**config.mk**
```make
export PLATFORM = sky130hd
export DESIGN_NAME = mdio_engine
export DESIGN_NICKNAME = d
export VERILOG_FILES = /design/src/rtl/mdio_pkg.sv /design/src/rtl/mdio_mdc_gen.sv /design/src/rtl/mdio_frame_fsm.sv /design/src/rtl/mdio_engine.sv
export SDC_FILE = /design/constraint.sdc
export NUM_CORES = 1
export LEC_CHECK = 0
export BUFFER_PORTS_ARGS = -buffer_cell sky130_fd_sc_hd__buf_2
export CORE_MARGIN = 5
export CORE_UTILIZATION = 52
export DETAILED_ROUTE_END_ITERATION = 10
export GPL_TIMING_DRIVEN = 0
export MAX_ROUTING_LAYER = met4
export PLACE_DENSITY = 0.8
export SLEW_MARGIN = 20
export SYNTH_ARGS = -nofsm -noshare
export SYNTH_HDL_FRONTEND = slang
export SYNTH_HIERARCHICAL = 1
export SYNTH_SLANG_ARGS = --single-unit
```
**constraint.sdc**
```tcl
create_clock -name clk -period 2.7 [get_ports clk]
set_input_delay 0 -clock clk [delete_from_list [all_inputs] [get_ports clk]]
set_output_delay 0 -clock clk [all_outputs]
set_load 0.1 [all_outputs]
```
**src/rtl/mdio_pkg.sv**
```systemverilog
package mdio_pkg;

    typedef enum logic [2:0] {
        ST_IDLE,
        ST_ALIGN,
        ST_PRE,
        ST_HDR,
        ST_TURN,
        ST_DATA
    } frame_state_t;

    localparam logic [1:0] OP_READ   = 2'b10;
    localparam logic [1:0] START_PAT = 2'b01;
    localparam logic [1:0] TA_WRITE  = 2'b10;
    localparam int         TA_BITS   = 2;

endpackage

```
**src/rtl/mdio_mdc_gen.sv**
```systemverilog
module mdio_mdc_gen #(
    parameter int DIV_W = 6
) (
    input  logic             clk,
    input  logic             rst_n,
    input  logic [DIV_W-1:0] div,
    output logic             mdc,
    output logic             run,
    output logic             rise_tick,
    output logic             fall_tick
);

    localparam int CNT_W = DIV_W + 1;

    logic [CNT_W-1:0] cnt;
    logic             expired;

    assign run       = (div != '0);
    assign expired   = run && (cnt == '0);
    assign rise_tick = expired && !mdc;
    assign fall_tick = expired && mdc;

    // Half-period length is sampled only when MDC toggles.
    always_ff @(posedge clk or negedge rst_n) begin
        if (!rst_n) begin
            cnt <= '0;
            mdc <= 1'b0;
        end else if (!run) begin
            cnt <= '0;
            mdc <= 1'b0;
        end else if (expired) begin
            mdc <= ~mdc;
            cnt <= {div, 1'b0} - CNT_W'(1);
        end else begin
            cnt <= cnt - CNT_W'(1);
        end
    end

    assert_mdc_parked_R2: assert property (@(posedge clk) disable iff (!rst_n)
        !run |=> !mdc);

    assert_toggle_on_expiry_R1: assert property (@(posedge clk) disable iff (!rst_n)
        !$stable(mdc) |-> ($past(cnt) == '0));

    assert_count_ignores_div_R4: assert property (@(posedge clk) disable iff (!rst_n)
        (run && cnt != '0) |=> (cnt == $past(cnt) - CNT_W'(1)));

endmodule

```
**src/rtl/mdio_frame_fsm.sv**
```systemverilog
module mdio_frame_fsm
    import mdio_pkg::*;
#(
    parameter int ADDR_W  = 5,
    parameter int DATA_W  = 16,
    parameter int PRE_LEN = 32
) (
    input  logic              clk,
    input  logic              rst_n,
    input  logic              run,
    input  logic              rise_tick,
    input  logic              fall_tick,
    input  logic              no_preamble,
    input  logic              start,
    input  logic [1:0]        op,
    input  logic [ADDR_W-1:0] phy_addr,
    input  logic [ADDR_W-1:0] reg_addr,
    input  logic [DATA_W-1:0] wr_data,
    input  logic              mdio_i,
    output logic              mdio_o,
    output logic              mdio_oe,
    output logic [DATA_W-1:0] rd_data,
    output logic              done
);

    localparam int HDR_BITS = 4 + 2 * ADDR_W;
    localparam int SR_W     = HDR_BITS + TA_BITS + DATA_W;
    localparam int MAX_SEG  = (PRE_LEN > SR_W) ? PRE_LEN : SR_W;
    localparam int CNT_W    = $clog2(MAX_SEG);

    frame_state_t      state, state_nx;
    logic [CNT_W-1:0]  bit_cnt;
    logic [SR_W-1:0]   sr;
    logic [DATA_W-1:0] rx;
    logic              is_rd;
    logic              skip_pre;
    logic              seg_end;
    logic              msb;
    logic              accept;

    assign seg_end = fall_tick && (bit_cnt == '0);
    assign msb     = sr[SR_W-1];
    assign accept  = (state == ST_IDLE) && start && run;

    always_comb begin
        state_nx = state;
        unique case (state)
            ST_IDLE:  if (accept)    state_nx = ST_ALIGN;
            ST_ALIGN: if (fall_tick) state_nx = skip_pre ? ST_HDR : ST_PRE;
            ST_PRE:   if (seg_end)   state_nx = ST_HDR;
            ST_HDR:   if (seg_end)   state_nx = ST_TURN;
            ST_TURN:  if (seg_end)   state_nx = ST_DATA;
            ST_DATA:  if (seg_end)   state_nx = ST_IDLE;
            default:                 state_nx = ST_IDLE;
        endcase
    end

    always_ff @(posedge clk or negedge rst_n) begin
        if (!rst_n) state <= ST_IDLE;
        else        state <= state_nx;
    end

    always_ff @(posedge clk or negedge rst_n) begin
        if (!rst_n) begin
            bit_cnt  <= '0;
            sr       <= '0;
            rx       <= '0;
            is_rd    <= 1'b0;
            skip_pre <= 1'b0;
            mdio_o   <= 1'b0;
            mdio_oe  <= 1'b0;
            rd_data  <= '0;
            done     <= 1'b0;
        end else begin
            done <= 1'b0;
            if (accept) begin
                sr       <= {START_PAT, op, phy_addr, reg_addr,
                             (op == OP_READ) ? 2'b00 : TA_WRITE, wr_data};
                is_rd    <= (op == OP_READ);
                skip_pre <= no_preamble;
            end
            if (rise_tick && state == ST_DATA && is_rd)
                rx <= {rx[DATA_W-2:0], mdio_i};
            if (fall_tick) begin
                unique case (state)
                    ST_ALIGN: begin
                        mdio_oe <= 1'b1;
                        if (skip_pre) begin
                            bit_cnt <= CNT_W'(HDR_BITS - 1);
                            mdio_o  <= msb;
                            sr      <= sr << 1;
                        end else begin
                            bit_cnt <= CNT_W'(PRE_LEN - 1);
                            mdio_o  <= 1'b1;
                        end
                    end
                    ST_PRE: begin
                        if (bit_cnt != '0) begin
                            bit_cnt <= bit_cnt - CNT_W'(1);
                            mdio_o  <= 1'b1;
                        end else begin
                            bit_cnt <= CNT_W'(HDR_BITS - 1);
                            mdio_o  <= msb;
                            sr      <= sr << 1;
                        end
                    end
                    ST_HDR: begin
                        sr <= sr << 1;
                        if (bit_cnt != '0) begin
                            bit_cnt <= bit_cnt - CNT_W'(1);
                            mdio_o  <= msb;
                        end else begin
                            bit_cnt <= CNT_W'(TA_BITS - 1);
                            mdio_oe <= !is_rd;
                            mdio_o  <= msb && !is_rd;
                        end
                    end
                    ST_TURN: begin
                        sr      <= sr << 1;
                        mdio_o  <= msb && !is_rd;
                        bit_cnt <= (bit_cnt != '0) ? bit_cnt - CNT_W'(1)
                                                   : CNT_W'(DATA_W - 1);
                    end
                    ST_DATA: begin
                        if (bit_cnt != '0) begin
                            sr      <= sr << 1;
                            bit_cnt <= bit_cnt - CNT_W'(1);
                            mdio_o  <= msb && !is_rd;
                        end else begin
                            done    <= 1'b1;
                            mdio_o  <= 1'b0;
                            mdio_oe <= 1'b0;
                            if (is_rd) rd_data <= rx;
                        end
                    end
                    default: ;
                endcase
            end
        end
    end

    assert_done_single_R10: assert property (@(posedge clk) disable iff (!rst_n)
        done |=> !done);

    assert_done_from_data_R10: assert property (@(posedge clk) disable iff (!rst_n)
        done |-> ($past(state) == ST_DATA));

    assert_mdio_hold_on_rise_R8: assert property (@(posedge clk) disable iff (!rst_n)
        rise_tick |=> ($stable(mdio_o) && $stable(mdio_oe)));

    assert_no_start_when_stopped_R3: assert property (@(posedge clk) disable iff (!rst_n)
        (state == ST_IDLE && !run) |=> (state == ST_IDLE));

    assert_read_released_R7: assert property (@(posedge clk) disable iff (!rst_n)
        (is_rd && (state == ST_DATA || state == ST_TURN)) |-> !mdio_oe);

endmodule

```
**src/rtl/mdio_engine.sv**
```systemverilog
module mdio_engine #(
    parameter int DIV_W   = 6,
    parameter int ADDR_W  = 5,
    parameter int DATA_W  = 16,
    parameter int PRE_LEN = 32
) (
    input  logic              clk,
    input  logic              rst_n,
    input  logic [DIV_W-1:0]  div_field,
    input  logic              no_preamble,
    input  logic              start,
    input  logic [1:0]        op,
    input  logic [ADDR_W-1:0] phy_addr,
    input  logic [ADDR_W-1:0] reg_addr,
    input  logic [DATA_W-1:0] wr_data,
    input  logic              mdio_i,
    output logic              mdc,
    output logic              mdio_o,
    output logic              mdio_oe,
    output logic [DATA_W-1:0] rd_data,
    output logic              done
);

    logic run;
    logic rise_tick;
    logic fall_tick;

    mdio_mdc_gen #(.DIV_W(DIV_W)) u_clkgen (
        .clk       (clk),
        .rst_n     (rst_n),
        .div       (div_field),
        .mdc       (mdc),
        .run       (run),
        .rise_tick (rise_tick),
        .fall_tick (fall_tick)
    );

    mdio_frame_fsm #(
        .ADDR_W  (ADDR_W),
        .DATA_W  (DATA_W),
        .PRE_LEN (PRE_LEN)
    ) u_frame (
        .clk         (clk),
        .rst_n       (rst_n),
        .run         (run),
        .rise_tick   (rise_tick),
        .fall_tick   (fall_tick),
        .no_preamble (no_preamble),
        .start       (start),
        .op          (op),
        .phy_addr    (phy_addr),
        .reg_addr    (reg_addr),
        .wr_data     (wr_data),
        .mdio_i      (mdio_i),
        .mdio_o      (mdio_o),
        .mdio_oe     (mdio_oe),
        .rd_data     (rd_data),
        .done        (done)
    );

endmodule

```
Word-level counts from Yosys, hierarchy flattened
Cells that the tools add are included.
Widths: inputs -> output; s select.
Storage, ports and cells
  bits of input ports: 39
  bits in registers: 85
  word-level logic and storage cells: 93
Cells by class
  add/sub/neg operators: 3
  equal/unequal tests: 16
  multiplexer cells: 36
  bitwise gates (word level): 2
  reduce and logical (&&, ||, !) cells: 24
Operators by type and width (number)
  $mux 32: 5
  $pmux 32 s4: 1
  $mux 5: 5
  $pmux 5 s5: 1
  $mux 3: 6
  $pmux 3 s6: 1
  $mux 7: 2
  $sub 7x1->7 const B: 2
  $mux 1: 12
  $ne 2x1->1 const B: 6
  $reduce_bool 5->1: 2
  $logic_and 1x1->1: 9
  $ne 2x2->1 const B: 4
  $reduce_and 4->1: 2
  $logic_not 7->1: 1
  $eq 3x2->1 const B: 2
  $eq 3x3->1 const B: 2
  $reduce_and 6->1: 1
  $reduce_bool 6->1: 1
  $logic_not 5->1: 1
  $pmux 1 s5: 1
  $sub 5x1->5 const B: 1
  $eq 3x1->1 const B: 1
  $logic_not 3->1: 1
  9 further kinds: 11

Logic depth before layout (Yosys ltp)
  depth after elaboration: 7
  mapped depth: 12
  gate-level depth less buffers: 10

Cells and area by module
The synthesis kept the hierarchy.
By module, submodules not included
  mdio_frame_fsm: area each 3767.4 µm², times used 1, seq. area each 1926.8 µm², cells each 278
  mdio_mdc_gen: area each 519.2 µm², times used 1, seq. area each 200.2 µm², cells each 52

Least setup slack after synthesis
OpenSTA, ideal clock, no wires.
  path type: flip-flop to flip-flop
  start point: register u_clkgen.cnt[0]
  end point: register u_frame.sr[10]
  data arrival time: 2810 ps
  setup time: 125 ps
  setup slack: -236 ps
  buffers on the path: 3
  required time: 2575 ps
  cell stages (with the launch flop): 13
  path through: dfrtp_1 -> inv_1 -> ha_1 -> or4b_4 -> nor3_4 -> buf_6 -> and3_2 -> buf_2 -> a21bo_2 -> a31oi_2 -> o2111ai_4 -> buf_6 -> mux2_4
On the way
  longest elaborated chain between the ends: 4
Ends and longest elaborated chain
  start, declared: line mdio_mdc_gen.sv:15  | logic [CNT_W-1:0] cnt;
  start signal, assigned: line mdio_mdc_gen.sv:33  | cnt <= {div, 1'b0} - CNT_W'(1);
  start signal, assigned: line mdio_mdc_gen.sv:35  | cnt <= cnt - CNT_W'(1);
  $logic_not 7->1: line mdio_mdc_gen.sv:19  | assign expired = run && (cnt == '0);
  $logic_and 1x1->1: line mdio_mdc_gen.sv:19
  $logic_and 1x1->1: line mdio_mdc_gen.sv:21  | assign fall_tick = expired && mdc;
  via fall_tick: line mdio_engine.sv:26  | logic fall_tick;
  $mux 32: line mdio_frame_fsm.sv:84  | if (fall_tick) begin
  end signal, assigned: line mdio_frame_fsm.sv:77  | sr <= {START_PAT, op, phy_addr, reg_addr,
  end signal, assigned: line mdio_frame_fsm.sv:91  | sr <= sr << 1;
  end signal, assigned: line mdio_frame_fsm.sv:104  | sr <= sr << 1;
  end, declared: line mdio_frame_fsm.sv:33  | logic [SR_W-1:0] sr;
The timed path passes the listed nets, and every way through them passes these cells.
A chain may end at the register's enable or synchronous reset.

Worst setup path after layout
  start point: register u_clkgen.cnt[0]
  end point: register u_frame.rd_data[8]
On the way
  longest elaborated chain between the ends: 4
Ends and longest elaborated chain
  $logic_not 7->1: line mdio_mdc_gen.sv:19
  $logic_and 1x1->1: line mdio_mdc_gen.sv:19
  $logic_and 1x1->1: line mdio_mdc_gen.sv:21
  via fall_tick: line mdio_engine.sv:26
  $reduce_and 4->1 (no source line)
  end signal, assigned: line mdio_frame_fsm.sv:133  | if (is_rd) rd_data <= rx;
  end, declared: line mdio_frame_fsm.sv:22  | output logic [DATA_W-1:0] rd_data,
The timed path passes the listed nets, and every way through them passes these cells.

==> flow_metrics.env <==
export IMPL_status="finished with violations"
export IMPL_violations="setup timing"
export IMPL_synth_xor_area_share_pct=1.43
export IMPL_num_rows=33
export IMPL_p_seq_share_pct=42.4
export IMPL_leakagePower_nw=2.88
export IMPL_path_buf_inv=5
export IMPL_ir_drop_v=0.000483
export IMPL_cpLargestDelayFamily="simple AND/OR/NAND/NOR gates"
export IMPL_netlist_instances=330
export IMPL_grt_use_met3_pct=3.39
export IMPL_synthArstFlopShare_pct=100
export IMPL_grt_use_met1_pct=25.2
export IMPL_grt_pass1_wl_mm=16.3
export IMPL_routed_wl_mm=9.95
export IMPL_clockBufferDepth=2
export IMPL_ys_ff_latch=85
export IMPL_rsz0062_at_grt="yes"
export IMPL_synth_avg_cell_area_um2=13.0
export IMPL_num_vias=3049
export IMPL_final_max_slew_violation_count=0
export IMPL_crit_fanout=10
export IMPL_post_synth_and_or_nand_nor_area_fraction_pct=9.52
export IMPL_path_class="flip-flop to flip-flop"
export IMPL_met2_usage_pct=36.5
export IMPL_fin_ws_ns=-0.288
export IMPL_required_ns=2.93
export IMPL_synth_top_cell_by_area="dfrtp_1"
export IMPL_start_util_pct=52.7
export IMPL_ios=59
export IMPL_clock_power_share_pct=20.2
export IMPL_cp_start_kind="flip-flop"
export IMPL_p_per_area_mw_per_mm2=774
export IMPL_finalCriticalPeriod_ns=2.99
export IMPL_drv_cap=0
export IMPL_clock_sinks=85
export IMPL_worst_ep_arrival_time_ns=3.22
export IMPL_die_area_mm2=0.0102
export IMPL_finalSetupViolCount=59
export IMPL_synth_yosys_seq_area_share_pct=49.6
export IMPL_drt_iter0_drc=114
export IMPL_cts_root_buf="clkbuf_8"
export IMPL_port_buffers=58
export IMPL_synth_edff_count=0
export IMPL_multi_input_area_mm2=0.00203
export IMPL_clk_pin_slew_ns=0.10
export IMPL_worstHoldPathType="input port to flip-flop"
export IMPL_crit_slowest_cell="or4b_4"
export IMPL_fmax_mhz=335
export IMPL_path_cells="inv_2 -> ha_4 -> or4b_4 -> nor3_4 -> buf_6 -> and3_4 -> buf_4 -> nand2_2 -> or3_1 -> buf_6 -> buf_8 -> mux2_4"
export IMPL_numCtsBuffers=9
export IMPL_drive_gt1_share_pct=48.6
export IMPL_drc=0
export IMPL_synth_mux_area_share_pct=27.3
export IMPL_grt_start_max_net_pins=59
export IMPL_min_from="reg_addr[3]"
export IMPL_critical_path_max_stage_delay_ns=0.48
export IMPL_syn_area_mm2=0.00429
export IMPL_htree_levels=3
export IMPL_synthAdderAreaFrac_pct=0.876
export IMPL_comb_power_share_pct=37.4
export IMPL_yosys_top_cells_count="dfrtp_1 (85), mux2_2 (49), mux2_4 (37)"
export IMPL_finalHoldViolations=0
export IMPL_synth_area_leaders="dfrtp_1 (50%), mux2_4 (13%), mux2_2 (13%), nand2_1 (1.6%), nor2_1 (1.5%)"
export IMPL_antenna_found_initial=0
export IMPL_gp_congestion=0.885
export IMPL_reg2reg_from="u_clkgen/cnt[0]"
export IMPL_grtUsageTotal_pct=21.0
export IMPL_grt_busiest_layer="met2"
export IMPL_post_dp_hpwl_mm=6.03
export IMPL_cts_tree="done"
export IMPL_routedWlPerCell_um=17.2
export IMPL_power_internal_w=0.00292
export IMPL_post_drt_via_cell_ratio=5.28
export IMPL_place_area_mm2=0.00477
export IMPL_fin_area_mm2=0.00572
export IMPL_totalPowerFinal_w=0.00442
export IMPL_nets=510
export IMPL_synth_flop_cell="dfrtp_1"
export IMPL_n_fill_cell=548
export IMPL_design_core_area_mm2=0.00813
export IMPL_critPathCaptureType="flip-flop"
export IMPL_grt_pass1_vias=3336
export IMPL_antennaDiodeCount=0
export IMPL_grt_overflow=0
export IMPL_ys_warn_count=6
export IMPL_clock_latency_ns=0.35
export IMPL_clock_skew_ns=0.0110
export IMPL_area_sequential_mm2=0.00213
export IMPL_detail_route_antenna_nets=0
export IMPL_worstMarginPinSlew_ns=0.810
export IMPL_period_share_pct=111
export IMPL_synth_top_family_by_area="multiplexers"
export IMPL_crit_top_cell="buf_6"
export IMPL_synth_nets=372
export IMPL_area_delta_synth_final_pct=33.3
export IMPL_post_synth_top_count_cell="dfrtp_1"
export IMPL_switching_share_pct=34.0
export IMPL_fp_dieW_um=101
export IMPL_yosysTopAreaCellShare_pct=49.6
export IMPL_synth_compound_area_share_pct=7.24
export IMPL_synth_cell_types=50
export IMPL_die_y_um=101
export IMPL_drtPass1Iterations=4
export IMPL_crit_start="u_clkgen/cnt[0]"
export IMPL_timing_slew_headroom_pct=45.6
export IMPL_netSwitchingPower_w=0.00150
[sequential cells by signal, indices dropped and copies added, names as in the netlist]
register	cells
u_clkgen/cnt	7
u_clkgen/mdc	1
u_frame/bit_cnt	5
u_frame/done	1
u_frame/is_rd	1
u_frame/mdio_o	1
u_frame/mdio_oe	1
u_frame/rd_data	16
u_frame/rx	16
u_frame/skip_pre	1
u_frame/sr	32
u_frame/state	3
[worst paths after layout]
path	slack, ns	to	cells past startpoint
worst max-delay path	-0.29	u_frame/rd_data[8]	12
worst min-delay path	0.02	u_frame/sr[21]	3
worst max register to register	-0.29	u_frame/rd_data[8]	12
worst min register to register	0.52	u_frame/sr[15]	1
max in group asynchronous	1.99	u_frame/sr[27]	3
min in group asynchronous	0.11	u_frame/bit_cnt[1]	2
[worst reg2reg max path, stage by stage, from the launching register on]
cell     delay, ns
dfrtp_1       0.43
inv_2         0.12
ha_4          0.14
or4b_4        0.48
nor3_4        0.21
buf_6         0.13
and3_4        0.19
buf_4         0.15
nand2_2       0.07
or3_1         0.36
buf_6         0.15
buf_8         0.15
mux2_4        0.30
[kinds of logic after synthesis]
kind of cell             Yosys count
adder cells (fa/ha/maj)            3
AND/OR/NAND/NOR                   71
multiplexers                      92
AO/OA/AOI/OAI                     42
buffers and inverters             30
flip-flops                        85
XOR/XNOR                           7
[stage by stage]
stage,std cells,utilization [%],TNS (ns),worst slack (ns),hold WS (ns)
6_report,578,70.3,-12.61,-0.288,0.0198
5_1_grt,578,70.3,-18.34,-0.377,0.00961
4_1_cts,582,70.3,-10.25,-0.302,0.000761
3_5_place_dp,494,58.6,-20.78,-0.499,-0.0485
3_3_place_gp,493,58.3,-18.37,-0.458,0.217
2_1_floorplan,330,-,-6.69,-0.213,-0.296
[cell usage in the layout (no fill, tap or decap), types with 3 or more instances in the layout]
cell           instances
xnor2_1                6
buf_2                 62
nand3_1                3
buf_6                 19
inv_8                  4
nor2_1                15
nor3_1                 6
o21ai_0               10
buf_8                  5
mux2_1                 3
mux2i_1                3
a211oi_1               3
inv_1                 10
a221oi_1               3
dlygate4sd3_1         34
o211ai_1               3
mux2_2                49
nand2b_1               6
nand2_1               17
dfrtp_1               85
mux2_4                37
buf_4                 19
clkbuf_8               9
a21oi_1                8
nor2b_1                3
[power by group through the flow]
stage	Sequential, W	Combinational, W	Clock (W)
2_1_floorplan	0.00193	0.000959	0
3_3_place_gp	0.00185	0.00125	0
3_5_place_dp	0.00187	0.00131	0
4_1_cts	0.00186	0.00156	0.000916
5_1_grt	0.00191	0.00178	0.000974
6_report	0.00188	0.00166	0.000891
[what timing repair did]
item,4_1_cts,5_1_grt
cloned,3,1
hold endpoints to repair,116,1
setup endpoints to repair,68,68
pin swaps,5,6
buffers inserted,36,3
resized for setup,17,25
hold buffers,33,1
[layer usage]
metal  wire length, µm  up-vias
li1                  -     1452
met1              4210     1508
met2              5290       83
met3               418        6
met4                23        0
met5                 0        -
[area by class of cell]
type,count,area share [%]
Sequential cell,85,37.2
Multi-Input combinational cell,215,35.6
Timing Repair Buffer,130,18.7
Tap cell,105,2.30
Clock buffer,9,2.17
Buffer,15,2.08
Clock inverter,7,1.25
Inverter,12,0.788
Power figures use the tool's default switching activity.
